===== src/rtl/serial_fmt_baudgen.sv =====
module serial_fmt_baudgen #(
  parameter int DIV_W  = 16,
  parameter int FRAC_W = 3,
  parameter int LCW_W  = 8
) (
  input  logic             clk,
  input  logic             rst_n,
  input  logic             reg_wr,
  input  logic [1:0]       reg_addr,
  input  logic [DIV_W-1:0] reg_wdata,
  output logic [DIV_W-1:0] reg_rdata,
  output logic [3:0]       data_bits,
  output logic             two_stop,
  output logic             parity_on,
  output logic             parity_even,
  output logic             baud_off,
  output logic             os_tick
);
  localparam int PER_W = DIV_W + 5;

  logic [LCW_W-1:0]  lcw_q;
  logic [DIV_W-1:0]  div_q;
  logic [FRAC_W-1:0] frac_q;
  logic [4:0]        fmt_q;
  logic [PER_W-1:0]  period, cnt;

  always_ff @(posedge clk or negedge rst_n) begin
    if (!rst_n) begin
      lcw_q  <= '0;
      div_q  <= '0;
      frac_q <= '0;
    end else if (reg_wr) begin
      case (reg_addr)
        2'd0:    lcw_q  <= reg_wdata[LCW_W-1:0];
        2'd1:    div_q  <= reg_wdata;
        2'd2:    frac_q <= reg_wdata[FRAC_W-1:0];
        default: ;
      endcase
    end
  end

  always_comb begin
    case (reg_addr)
      2'd0:    reg_rdata = DIV_W'(lcw_q);
      2'd1:    reg_rdata = div_q;
      2'd2:    reg_rdata = DIV_W'(frac_q);
      default: reg_rdata = '0;
    endcase
  end

  assign baud_off = (div_q == '0);

  always_ff @(posedge clk or negedge rst_n) begin
    if (!rst_n)         fmt_q <= '0;
    else if (!baud_off) fmt_q <= {lcw_q[5], lcw_q[5] & lcw_q[3], lcw_q[2], lcw_q[1:0]};
  end

  assign data_bits   = 4'd5 + {2'b00, fmt_q[1:0]};
  assign two_stop    = fmt_q[2];
  assign parity_even = fmt_q[3];
  assign parity_on   = fmt_q[4];

  assign period = {1'b0, div_q, 4'b0000} + PER_W'(frac_q) + PER_W'(16);

  always_ff @(posedge clk or negedge rst_n) begin
    if (!rst_n)                   cnt <= '0;
    else if (reg_wr || baud_off)  cnt <= '0;
    else if (cnt == period - 1'b1) cnt <= '0;
    else                          cnt <= cnt + 1'b1;
  end

  assign os_tick = !baud_off && (cnt == period - 1'b1);


  tick_single_chk: assert property (@(posedge clk) disable iff (!rst_n)
    os_tick |=> !os_tick);

  cnt_bound_chk: assert property (@(posedge clk) disable iff (!rst_n)
    cnt < period);

  restart_chk: assert property (@(posedge clk) disable iff (!rst_n)
    reg_wr |=> !os_tick);

  off_quiet_chk: assert property (@(posedge clk) disable iff (!rst_n)
    baud_off |-> !os_tick);

  fmt_hold_chk: assert property (@(posedge clk) disable iff (!rst_n)
    baud_off |=> $stable({data_bits, two_stop, parity_on, parity_even}));
endmodule


===== config.mk =====
export PLATFORM = sky130hd
export DESIGN_NAME = serial_fmt_baudgen
export DESIGN_NICKNAME = d
export VERILOG_FILES = /design/src/rtl/serial_fmt_baudgen.sv
export SDC_FILE = /design/constraint.sdc
export NUM_CORES = 1
export LEC_CHECK = 0
export BUFFER_PORTS_ARGS = -buffer_cell sky130_fd_sc_hd__clkbuf_2
export CAP_MARGIN = 10
export CORE_MARGIN = 2
export CORE_UTILIZATION = 28
export CTS_BUF_LIST = sky130_fd_sc_hd__clkbuf_8 sky130_fd_sc_hd__clkbuf_16
export DETAILED_ROUTE_END_ITERATION = 8
export GPL_ROUTABILITY_DRIVEN = 0
export HOLD_SLACK_MARGIN = 0.15
export SKIP_CTS_REPAIR_TIMING = 1
export SLEW_MARGIN = 0
export SYNTH_ARGS = -nofsm -noshare
export SYNTH_HDL_FRONTEND = slang
export SYNTH_SLANG_ARGS = --single-unit

===== constraint.sdc =====
create_clock -name clk -period 2.8 [get_ports clk]
set_input_delay 0.56 -clock clk [delete_from_list [all_inputs] [get_ports clk]]
set_output_delay 0.56 -clock clk [all_outputs]
set_load 0.05 [all_outputs]

==> metrics.md, run 1 <==
| Metric | Value |
|---|---|
| Fraction of the mapped netlist area in adder cells | 0.01523 |
| Crit-path cells | buf_6 > o311a_4 > nand3_4 > mux2_4 > mux2i_1 > nor2_1 > and3_1 > and4b_2 > buf_12 |
| Placed instance area | 3711 um^2 |
| Worst Hold Class | in2async |
| Largest stage delay, worst path | 0.40 ns |
| Vias | 2575 |
| Unrepaired setup endpoints after global routing | yes |
| Mapped Avg Cell Area | 9.900 um^2 |
| WS Path Type | reg2out |
| FP Rows | 39 |
| Max clock buf depth | 2 |
| Clk pwr share | 0.257 |
| Mux cell area share after synthesis | 0.1325 |
| Antenna cells | 0 |
| Largest net degree at the start of global routing | 25 |
| Initial Utilization | 0.2879 |
| Comb power frac | 0.324 |
| Clock Latency Late Sink | 0.29 ns |
| EDFF count, synth | 0 |
| Antenna violations before repair | 0 |
| Final Critical Period | 2.943 ns |
| I/O pin total | 46 |
| 1st-iter DRT viols | 91 |
| Post-synth top area share | 0.4035 |
| Top post-synthesis cells by count | dfrtp_1, nand2_1, mux2_2 |
| Failing checks | setup timing |
| Bufs and invs on worst path | 2 |
| Final setup fails | 1 |
| Clock Skews | 0.004259 ns |
| Int Pwr | 1.493 mW |
| Sw Pwr | 0.8533 mW |
| Final core utilization | 0.3480 |
| Setup TNS | -0.1430 ns |
| Slowest-stage cell, CP | dfrtp_1 |
| Cells after Synth | 332 |
| Register area share after synthesis | 0.4035 |
| Pwr Total | 2.346 mW |
| XOR/XNOR Fraction of Synth Area | 0.1066 |
| Switch share | 0.3637 |
| Cell Area, Synth | 3287 um^2 |
| Outcome | finished with violations |
| Gr ovfl total | 0 |
| Filler instances | 1184 |
| Mapped Nets | 357 |
| Worst slew pin tran | 0.7454 ns |
| Floorplan Core Area | 11420 um^2 |
| Post-synthesis compound-gate area fraction | 0.05824 |
| Worst vdd rail ir drop | 299.0 uV |
| Synth area leader | dfrtp_1 |
| Dpl ws | 0.04431 ns |
| Die area | 12620 um^2 |
| Synth Area in Simple Gates | 0.2383 |
| Worst setup path start | frac_q[1] |
| Critical path data arrival time | 2.38 ns |
| Vias in the first global route | 2560 |
| Finished Cell Area | 3974 um^2 |
| Most frequent cell after synthesis | dfrtp_1 |
| Clk pin slew, worst setup/hold paths | 0.07 ns |
| Routed WL | 7930 um |
| PnR worst setup slack | -0.1430 ns |
| Port Buf Inserts | 45 |
| Combinational family with the most area after synthesis | simple AND/OR/NAND/NOR gates |
| Max Cap Violations | 0 |
| Final hold violation count | 0 |
| DIE WIDTH | 112.3 um |
| GRT Total Usage | 0.1297 |
| Setup crit end kind | primary output |
| Wire length per cell | 15.02 um |
| Distinct cells, synth | 52 |
| Clock tree from TritonCTS | yes |
| Worst rel slew slack | 0.5009 |
| PD cells | 590.5 nW/um^2 |
| DRC viols | 0 |
| DP Wirelength | 6165 um |
| Seq cells post-synth | 53 |
| Syn. warnings | 0 |
| FFs w/ async S/R, synth | 1.000 |
| Synth area leaders | dfrtp_1, mux2_2, xor2_1, xnor2_1, nor2_2 |
| Root Driver | clkbuf_16 |
| Synth-to-layout area growth | 20.90% |
| Worst Path Required | 2.24 ns |
| Max Slew Vio Count | 0 |
| Worst-path fanout max | 5 |
| Reg power frac | 0.419 |
| Die Height | 112.3 um |
| H-tree depth | 2 |
| Main synth FF type | dfrtp_1 |
| Worst reg2reg startpoint | frac_q[0] |
| Leak | 1.766 nW |
| First-pass DRT Iterations | 4 |
| Top delay family on crit path | simple AND/OR/NAND/NOR gates |
| DR vias/cell | 4.877 |
| Worst setup SP type | register |
| Part of the cycle the worst path needs | 1.051 |
| Fraction of layout cells with a size suffix above 1 | 0.3688 |
| Detail Route Antenna Nets | 0 |
| F_max | 339.8 MHz |
| Final #Nets | 409 |
| Clk sink count | 53 |
| First-pass GRT wire length | 13160 um |
| CTS Buf Count | 5 |
## worst paths after layout
kind	endpoint	slack (ns)	depth (start not counted)
worst max-delay path	os_tick	-0.14	9
worst min-delay path	div_q[15]	0.27	1
worst max register to register	cnt[20]	0.38	10
worst min register to register	fmt_q[2]	0.47	2
max in group asynchronous	div_q[8]	1.87	2
min in group clk	fmt_q[2]	0.47	2
## cell families (layout without fill, tap and decap cells)
group                    after synthesis  after routing
adder cells (fa/ha/maj)                4              4
AND/OR/NAND/NOR                      140            140
flip-flops                            53             53
XOR/XNOR                              40             40
AO/OA/AOI/OAI                         27             27
multiplexers                          40             40
buffers and inverters                 28             81
## power groups by stage
stage	Clock, mW	Combinational, mW	Sequential [mW]
6_report	0.603	0.760	0.984
4_1_cts	0.620	0.708	0.979
3_5_place_dp	0	0.703	0.994
3_3_place_gp	0	0.691	0.986
2_1_floorplan	0	0.541	0.960
5_1_grt	0.644	0.824	1.00
## state kept, by name, summed over array words and instances, names as in the netlist
signal,cells
fmt_q,5
frac_q,3
lcw_q,8
div_q,16
cnt,21
## placed cells by master, fill, tap and decap left out, types with 3 or more instances in the layout
master      n
o21ai_0     7
nand2b_1    3
and3_1      7
mux2_2     27
and2_1     11
clkbuf_16   5
xnor2_1    17
nand3_1    13
inv_1       8
mux2i_1    12
xor2_1     23
nor2b_1     5
nor2_1     13
dfrtp_1    52
nor4_1      6
buf_4      18
nor2_2     20
nand4_1     9
nand2_1    31
clkbuf_2   44
## stage by stage
step                std cells  hold WS [ns]
floorplan                 332        0.2644
global placement          515        0.4534
detailed placement        515        0.4630
CTS                       523        0.2928
global route              528        0.3248
finish                    528        0.2740
## final cells by class
class                      count  area, um^2  area share
multi-input combinational    251        1892      0.4761
sequential                    53        1328      0.3341
timing repair buffer          65       406.6      0.1023
tap                          143       178.9     0.04503
clock buffer                   5       125.1     0.03149
inverter                       8       30.03    0.007557
clock inverter                 3       13.76    0.003463
## routing by layer
metal  global-route usage  share of wire  vias to the layer above  routed length (um)
met5                    0              0                        -                   0
met4              0.03984          0.016                        0                 123
met3              0.02214          0.031                        8                 243
met2               0.2112           0.48                       46                3782
met1               0.1772           0.48                     1276                3782
li1                     -              -                     1245                   -
No activity file was read; power rests on OpenSTA's default activity.
==> run 2: changes to the inputs <==
--- a/config.mk
+++ b/config.mk
@@ -13,6 +13,7 @@
 export DETAILED_ROUTE_END_ITERATION = 8
 export GPL_ROUTABILITY_DRIVEN = 0
 export HOLD_SLACK_MARGIN = 0.15
+export REMOVE_ABC_BUFFERS = 1
 export SKIP_CTS_REPAIR_TIMING = 1
 export SLEW_MARGIN = 0
 export SYNTH_ARGS = -nofsm -noshare
==> metrics.md, run 2 (synthesized netlist as in run 1, its figures left out) <==
| Metric | Value |
|---|---|
| Metal-1 WL | 3682 um (was 3782 um) |
| I/O pin total | 46 (unchanged) |
| Switch share | 0.3587 (was 0.3637) |
| Bufs and invs on worst path | 2 (unchanged) |
| Final setup fails | 1 (unchanged) |
| Largest stage delay, worst path | 0.42 ns (was 0.40 ns) |
| DR vias/cell | 4.867 (was 4.877) |
| Largest net degree at the start of global routing | 26 (was 25) |
| Max clock buf depth | 2 (unchanged) |
| Worst rel slew slack | 0.5241 (was 0.5009) |
| Vias | 2555 (was 2575) |
| Outcome | finished with violations (unchanged) |
| Most common cell after layout, fill and taps aside | dfrtp_1 (unchanged) |
| Worst reg2reg startpoint | frac_q[0] (unchanged) |
| Antenna violations before repair | 0 (unchanged) |
| Worst slew pin tran | 0.7108 ns (was 0.7454 ns) |
| Max FFs per register | 21 (unchanged) |
| Clk pwr share | 0.265 (was 0.257) |
| Largest register by flop count | cnt (unchanged) |
| Clock Skews | 0.005201 ns (was 0.004259 ns) |
| Worst Hold Class | in2async (unchanged) |
| Worst Hold Slack | 0.2796 ns (was 0.2740 ns) |
| DR top layer | met4 (unchanged) |
| Initial Utilization | 0.2879 (unchanged) |
| Die area | 12620 um^2 (unchanged) |
| Final core utilization | 0.3443 (was 0.3480) |
| First-pass GRT wire length | 13280 um (was 13160 um) |
| Setup crit end kind | primary output (unchanged) |
| Floorplan Core Area | 11420 um^2 (unchanged) |
| PD cells | 598.1 nW/um^2 (was 590.5 nW/um^2) |
| Fraction of layout cells with a size suffix above 1 | 0.3665 (was 0.3688) |
| Worst-path fanout max | 6 (was 5) |
| GRT Total Usage | 0.1290 (was 0.1297) |
| Synth-to-layout area growth | 19.60% (was 20.90%) |
| DR WL met2 | 3939 um (was 3782 um) |
| Area of the multi-input gates | 1871 um^2 (was 1892 um^2) |
| Flop2flop setup slack | 0.24 ns (was 0.38 ns) |
| H-tree depth | 2 (unchanged) |
| Pwr Total | 2.351 mW (was 2.346 mW) |
| Vias in the first global route | 2701 (was 2560) |
| Part of the cycle the worst path needs | 1.047 (was 1.051) |
| PnR worst setup slack | -0.1305 ns (was -0.1430 ns) |
| Root Driver | clkbuf_16 (unchanged) |
| Worst vdd rail ir drop | 288.2 uV (was 299.0 uV) |
| F_max | 341.2 MHz (was 339.8 MHz) |
| Slowest-stage cell, CP | dfrtp_1 (unchanged) |
| DP Wirelength | 6237 um (was 6165 um) |
| Top delay family on crit path | simple AND/OR/NAND/NOR gates (unchanged) |
| Failing checks | setup timing (unchanged) |
| Die Height | 112.3 um (unchanged) |
| Worst Path Required | 2.24 ns (about the same) |
| R2R depth | 9 (was 10) |
| Setup TNS | -0.1305 ns (was -0.1430 ns) |
| Final #Nets | 407 (was 409) |
| Gr ovfl total | 0 (unchanged) |
| Wire length per cell | 15.10 um (was 15.02 um) |
| Antenna cells | 0 (unchanged) |
| DRC viols | 0 (unchanged) |
| Filler instances | 1199 (was 1184) |
| Unrepaired setup endpoints after global routing | yes (unchanged) |
| Most frequent cells in the layout | dfrtp_1, clkbuf_2, nand2_1 (unchanged) |
| Reg-to-reg endpoint | cnt[20] (unchanged) |
| Worst setup SP type | register (unchanged) |
| Sequential cell area | 1330 um^2 (was 1328 um^2) |
| Clock Latency Late Sink | 0.29 ns (about the same) |
| Clk sink count | 53 (unchanged) |
| DIE WIDTH | 112.3 um (unchanged) |
| Final hold violation count | 0 (unchanged) |
| Leak | 1.739 nW (was 1.766 nW) |
| Int Pwr | 1.508 mW (was 1.493 mW) |
| Detail Route Antenna Nets | 0 (unchanged) |
| Dpl ws | 0.07295 ns (was 0.04431 ns) |
| Max Cap Violations | 0 (unchanged) |
| Critical path data arrival time | 2.37 ns (was 2.38 ns) |
| Crit-path cells | inv_2 > ha_4 > nor2b_2 > or4_1 > and3b_1 > o21ai_2 > a21oi_2 > and4b_2 > buf_12 (was buf_6 > o311a_4 > nand3_4 > mux2_4 > mux2i_1 > nor2_1 > and3_1 > and4b_2 > buf_12) |
| Final Critical Period | 2.930 ns (was 2.943 ns) |
| Clk pin slew, worst setup/hold paths | 0.07 ns (about the same) |
| CTS Buf Count | 5 (unchanged) |
| WS Path Type | reg2out (unchanged) |
| Max Slew Vio Count | 0 (unchanged) |
| Clock tree from TritonCTS | yes (unchanged) |
| Routed WL | 7925 um (was 7930 um) |
| First-pass DRT Iterations | 4 (unchanged) |
| Biggest regs | cnt (21), div_q (16), lcw_q (8) (unchanged) |
| Sw Pwr | 0.8434 mW (was 0.8533 mW) |
| Reg power frac | 0.417 (was 0.419) |
| Comb power frac | 0.317 (was 0.324) |
| FP Rows | 39 (unchanged) |
| 1st-iter DRT viols | 183 (was 91) |
| Port Buf Inserts | 45 (unchanged) |
| Met3 WL | 237 um (was 243 um) |
-- run 2: power by group through the flow --
stage | registers [mW] | logic, mW | clock network [mW]
floorplan | 0.997 | 0.465 | 0
global placement | 0.981 | 0.698 | 0
detailed placement | 0.988 | 0.712 | 0
CTS | 0.973 | 0.716 | 0.649
global route | 0.998 | 0.810 | 0.669
finish | 0.981 | 0.746 | 0.624
-- run 2: area by class of cell --
type,instances,share of cell area
clock inverter,1,0.001910
clock buffer,6,0.03533
tap,143,0.04551
inverter,8,0.007638
multi-input combinational,251,0.4758
timing repair buffer,63,0.09548
sequential,53,0.3383
-- run 2: worst max path at each step --
stage                          to  cells after the start  slack, ns      start
final                     os_tick                      9      -0.13  frac_q[0]
after global routing      os_tick                      9      -0.21  frac_q[0]
after floorplan           os_tick                      9       0.11  frac_q[0]
after global placement    os_tick                      9       0.10  frac_q[1]
after detailed placement  os_tick                     10       0.07  frac_q[1]
after CTS                 os_tick                     10      -0.27  frac_q[1]
-- run 2: metal layers --
layer,GRT usage,vias to the layer above
li1,-,1248
met1,0.1736,1265
met2,0.2173,34
met3,0.02484,8
met4,0.02683,0
met5,0,-
-- run 2: per-stage QoR --
stage	std cells	cell area, um^2
after floorplan	312	3167
after global placement	517	3714
after detailed placement	517	3714
after CTS	524	3860
after global routing	525	3931
final	525	3931
==> run 3: changes to the inputs <==
--- a/config.mk
+++ b/config.mk
@@ -7,12 +7,10 @@
 export LEC_CHECK = 0
 export BUFFER_PORTS_ARGS = -buffer_cell sky130_fd_sc_hd__clkbuf_2
 export CAP_MARGIN = 10
-export CORE_MARGIN = 2
 export CORE_UTILIZATION = 28
 export CTS_BUF_LIST = sky130_fd_sc_hd__clkbuf_8 sky130_fd_sc_hd__clkbuf_16
 export DETAILED_ROUTE_END_ITERATION = 8
 export GPL_ROUTABILITY_DRIVEN = 0
-export HOLD_SLACK_MARGIN = 0.15
 export REMOVE_ABC_BUFFERS = 1
 export SKIP_CTS_REPAIR_TIMING = 1
 export SLEW_MARGIN = 0
==> metrics.md, run 3 (synthesized netlist as in run 1, its figures left out) <==
| Metric | Value |
|---|---|
| Outcome | finished with violations (unchanged) |
| Failing checks | setup timing (unchanged) |
| Max Slew Vio Count | 0 (unchanged) |
| Setup crit end kind | primary output (unchanged) |
| Clock Latency Late Sink | 0.29 ns (about the same) |
| Finished Cell Area | 3975 um^2 (was 3931 um^2) |
| DRC viols | 0 (unchanged) |
| Max Cap Violations | 0 (unchanged) |
| Unrepaired setup endpoints after global routing | yes (unchanged) |
| PD cells | 632.5 nW/um^2 (was 598.1 nW/um^2) |
| Placed instance area | 3711 um^2 (was 3714 um^2) |
| PnR worst setup slack | -0.2254 ns (was -0.1305 ns) |
| WS Path Type | reg2out (unchanged) |
| Synth-to-layout area growth | 20.94% (was 19.60%) |
| Worst slew pin tran | 0.7679 ns (was 0.7108 ns) |
| Vias in the first global route | 2509 (was 2701) |
| Pwr Total | 2.514 mW (was 2.351 mW) |
| First-pass GRT wire length | 12110 um (was 13280 um) |
| Worst setup path start | frac_q[1] (was frac_q[0]) |
| Crit-path cells | buf_6 > o311a_4 > nand3_4 > mux2_4 > mux2i_1 > nor2_1 > and3_1 > and4b_2 > buf_12 (was inv_2 > ha_4 > nor2b_2 > or4_1 > and3b_1 > o21ai_2 > a21oi_2 > and4b_2 > buf_12) |
| F_max | 330.5 MHz (was 341.2 MHz) |
| Final #Nets | 405 (was 407) |
| Wire length per cell | 14.71 um (was 15.10 um) |
| Worst Hold Class | in2async (unchanged) |
| Routed WL | 7706 um (was 7925 um) |
| Fraction of layout cells with a size suffix above 1 | 0.3570 (was 0.3665) |
| Worst rel slew slack | 0.4858 (was 0.5241) |
| Clock Skews | 0.009018 ns (was 0.005201 ns) |
| Initial Utilization | 0.2879 (unchanged) |
| Clk pwr share | 0.318 (was 0.265) |
| DIE WIDTH | 110.3 um (was 112.3 um) |
| Die Height | 110.3 um (was 112.3 um) |
| DR vias/cell | 4.903 (was 4.867) |
| Most frequent cells in the layout | dfrtp_1, clkbuf_2, nand2_1 (unchanged) |
| Switch share | 0.3389 (was 0.3587) |
| Part of the cycle the worst path needs | 1.081 (was 1.047) |
| Max clock buf depth | 2 (unchanged) |
| Int Pwr | 1.662 mW (was 1.508 mW) |
| Clock tree from TritonCTS | yes (unchanged) |
| Flop2flop setup slack | 0.45 ns (was 0.24 ns) |
| Dpl ws | 0.07280 ns (was 0.07295 ns) |
| H-tree depth | 2 (unchanged) |
| Largest net degree at the start of global routing | 35 (was 26) |
| Clk pin slew, worst setup/hold paths | 0.07 ns (about the same) |
| Setup TNS | -0.2254 ns (was -0.1305 ns) |
| Final Critical Period | 3.025 ns (was 2.930 ns) |
| Reg power frac | 0.390 (was 0.417) |
| Worst Path Required | 2.24 ns (about the same) |
| Port Buf Inserts | 45 (unchanged) |
| Worst setup SP type | register (unchanged) |
| Detail Route Antenna Nets | 0 (unchanged) |
| GRT Total Usage | 0.1278 (was 0.1290) |
| Biggest regs | cnt (21), div_q (16), lcw_q (8) (unchanged) |
| Largest stage delay, worst path | 0.43 ns (was 0.42 ns) |
| Max FFs per register | 21 (unchanged) |
| Sw Pwr | 0.8521 mW (was 0.8434 mW) |
| Slowest-stage cell, CP | o311a_4 (was dfrtp_1) |
| Most common cell after layout, fill and taps aside | dfrtp_1 (unchanged) |
| Largest register by flop count | cnt (unchanged) |
| Worst-path fanout max | 5 (was 6) |
| Clk sink count | 53 (unchanged) |
| Antenna violations before repair | 0 (unchanged) |
| 1st-iter DRT viols | 91 (was 183) |
| Critical path data arrival time | 2.47 ns (was 2.37 ns) |
| Antenna cells | 0 (unchanged) |
| Comb power frac | 0.292 (was 0.317) |
| Vias | 2569 (was 2555) |
| Gr ovfl total | 0 (unchanged) |
| I/O pin total | 46 (unchanged) |
| Leak | 1.772 nW (was 1.739 nW) |
| Final hold violation count | 0 (unchanged) |
| Die area | 12180 um^2 (was 12620 um^2) |
| FP Rows | 39 (unchanged) |
| CTS Buf Count | 5 (unchanged) |
| Final setup fails | 1 (unchanged) |
| Floorplan Core Area | 11420 um^2 (unchanged) |
| DP Wirelength | 5879 um (was 6237 um) |
| Root Driver | clkbuf_16 (unchanged) |
| Worst reg2reg startpoint | frac_q[0] (unchanged) |
| Worst vdd rail ir drop | 326.2 uV (was 288.2 uV) |
| First-pass DRT Iterations | 4 (unchanged) |
[run 3: critical path, delay by kind of cell (launching register included)]
kind,cells,cell delay [ns]
DFF,1,0.40
AOI/OAI and AO/OA,1,0.43
buffers and inverters,2,0.28
and+or+nand+nor,4,0.58
muxes,2,0.47
[run 3: power by group through the flow]
stage / Clock [mW] / Sequential (mW) / Combinational, mW
floorplan: 0 / 0.997 / 0.465
global placement: 0 / 0.986 / 0.692
detailed placement: 0 / 0.989 / 0.702
CTS: 0.814 / 0.975 / 0.708
global route: 0.844 / 0.997 / 0.800
finish: 0.799 / 0.981 / 0.735
[run 3: per-stage QoR]
| stage | cells | hold slack, ns | util |
|---|---|---|---|
| global placement | 515 | 0.4527 | 0.3250 |
| global route | 524 | 0.2664 | 0.3481 |
| detailed placement | 515 | 0.4634 | 0.3250 |
| floorplan | 312 | 0.2644 | - |
| CTS | 523 | 0.2562 | 0.3420 |
| finish | 524 | 0.2257 | 0.3481 |
[run 3: worst paths after layout]
path,to,depth (start not counted)
worst min register to register,fmt_q[2],2
max in group asynchronous,cnt[4],2
worst max-delay path,os_tick,9
worst min-delay path,lcw_q[4],1
worst max register to register,cnt[20],11
min in group clk,fmt_q[2],2
[run 3: layer usage]
metal	global-route usage	wire, um	vias up
met5	0	0	-
met4	0.03947	105	0
met3	0.02881	226	10
met2	0.2001	3722	32
met1	0.1744	3652	1281
li1	-	-	1246
[run 3: final cells by class]
cell class / instances / area, um^2
timing repair buffer: 61 / 376.6
inverter: 8 / 30.03
clock inverter: 3 / 68.82
clock buffer: 5 / 125.1
sequential: 53 / 1328
tap: 143 / 178.9
multi-input combinational: 251 / 1868
fill: 1165 / 7443
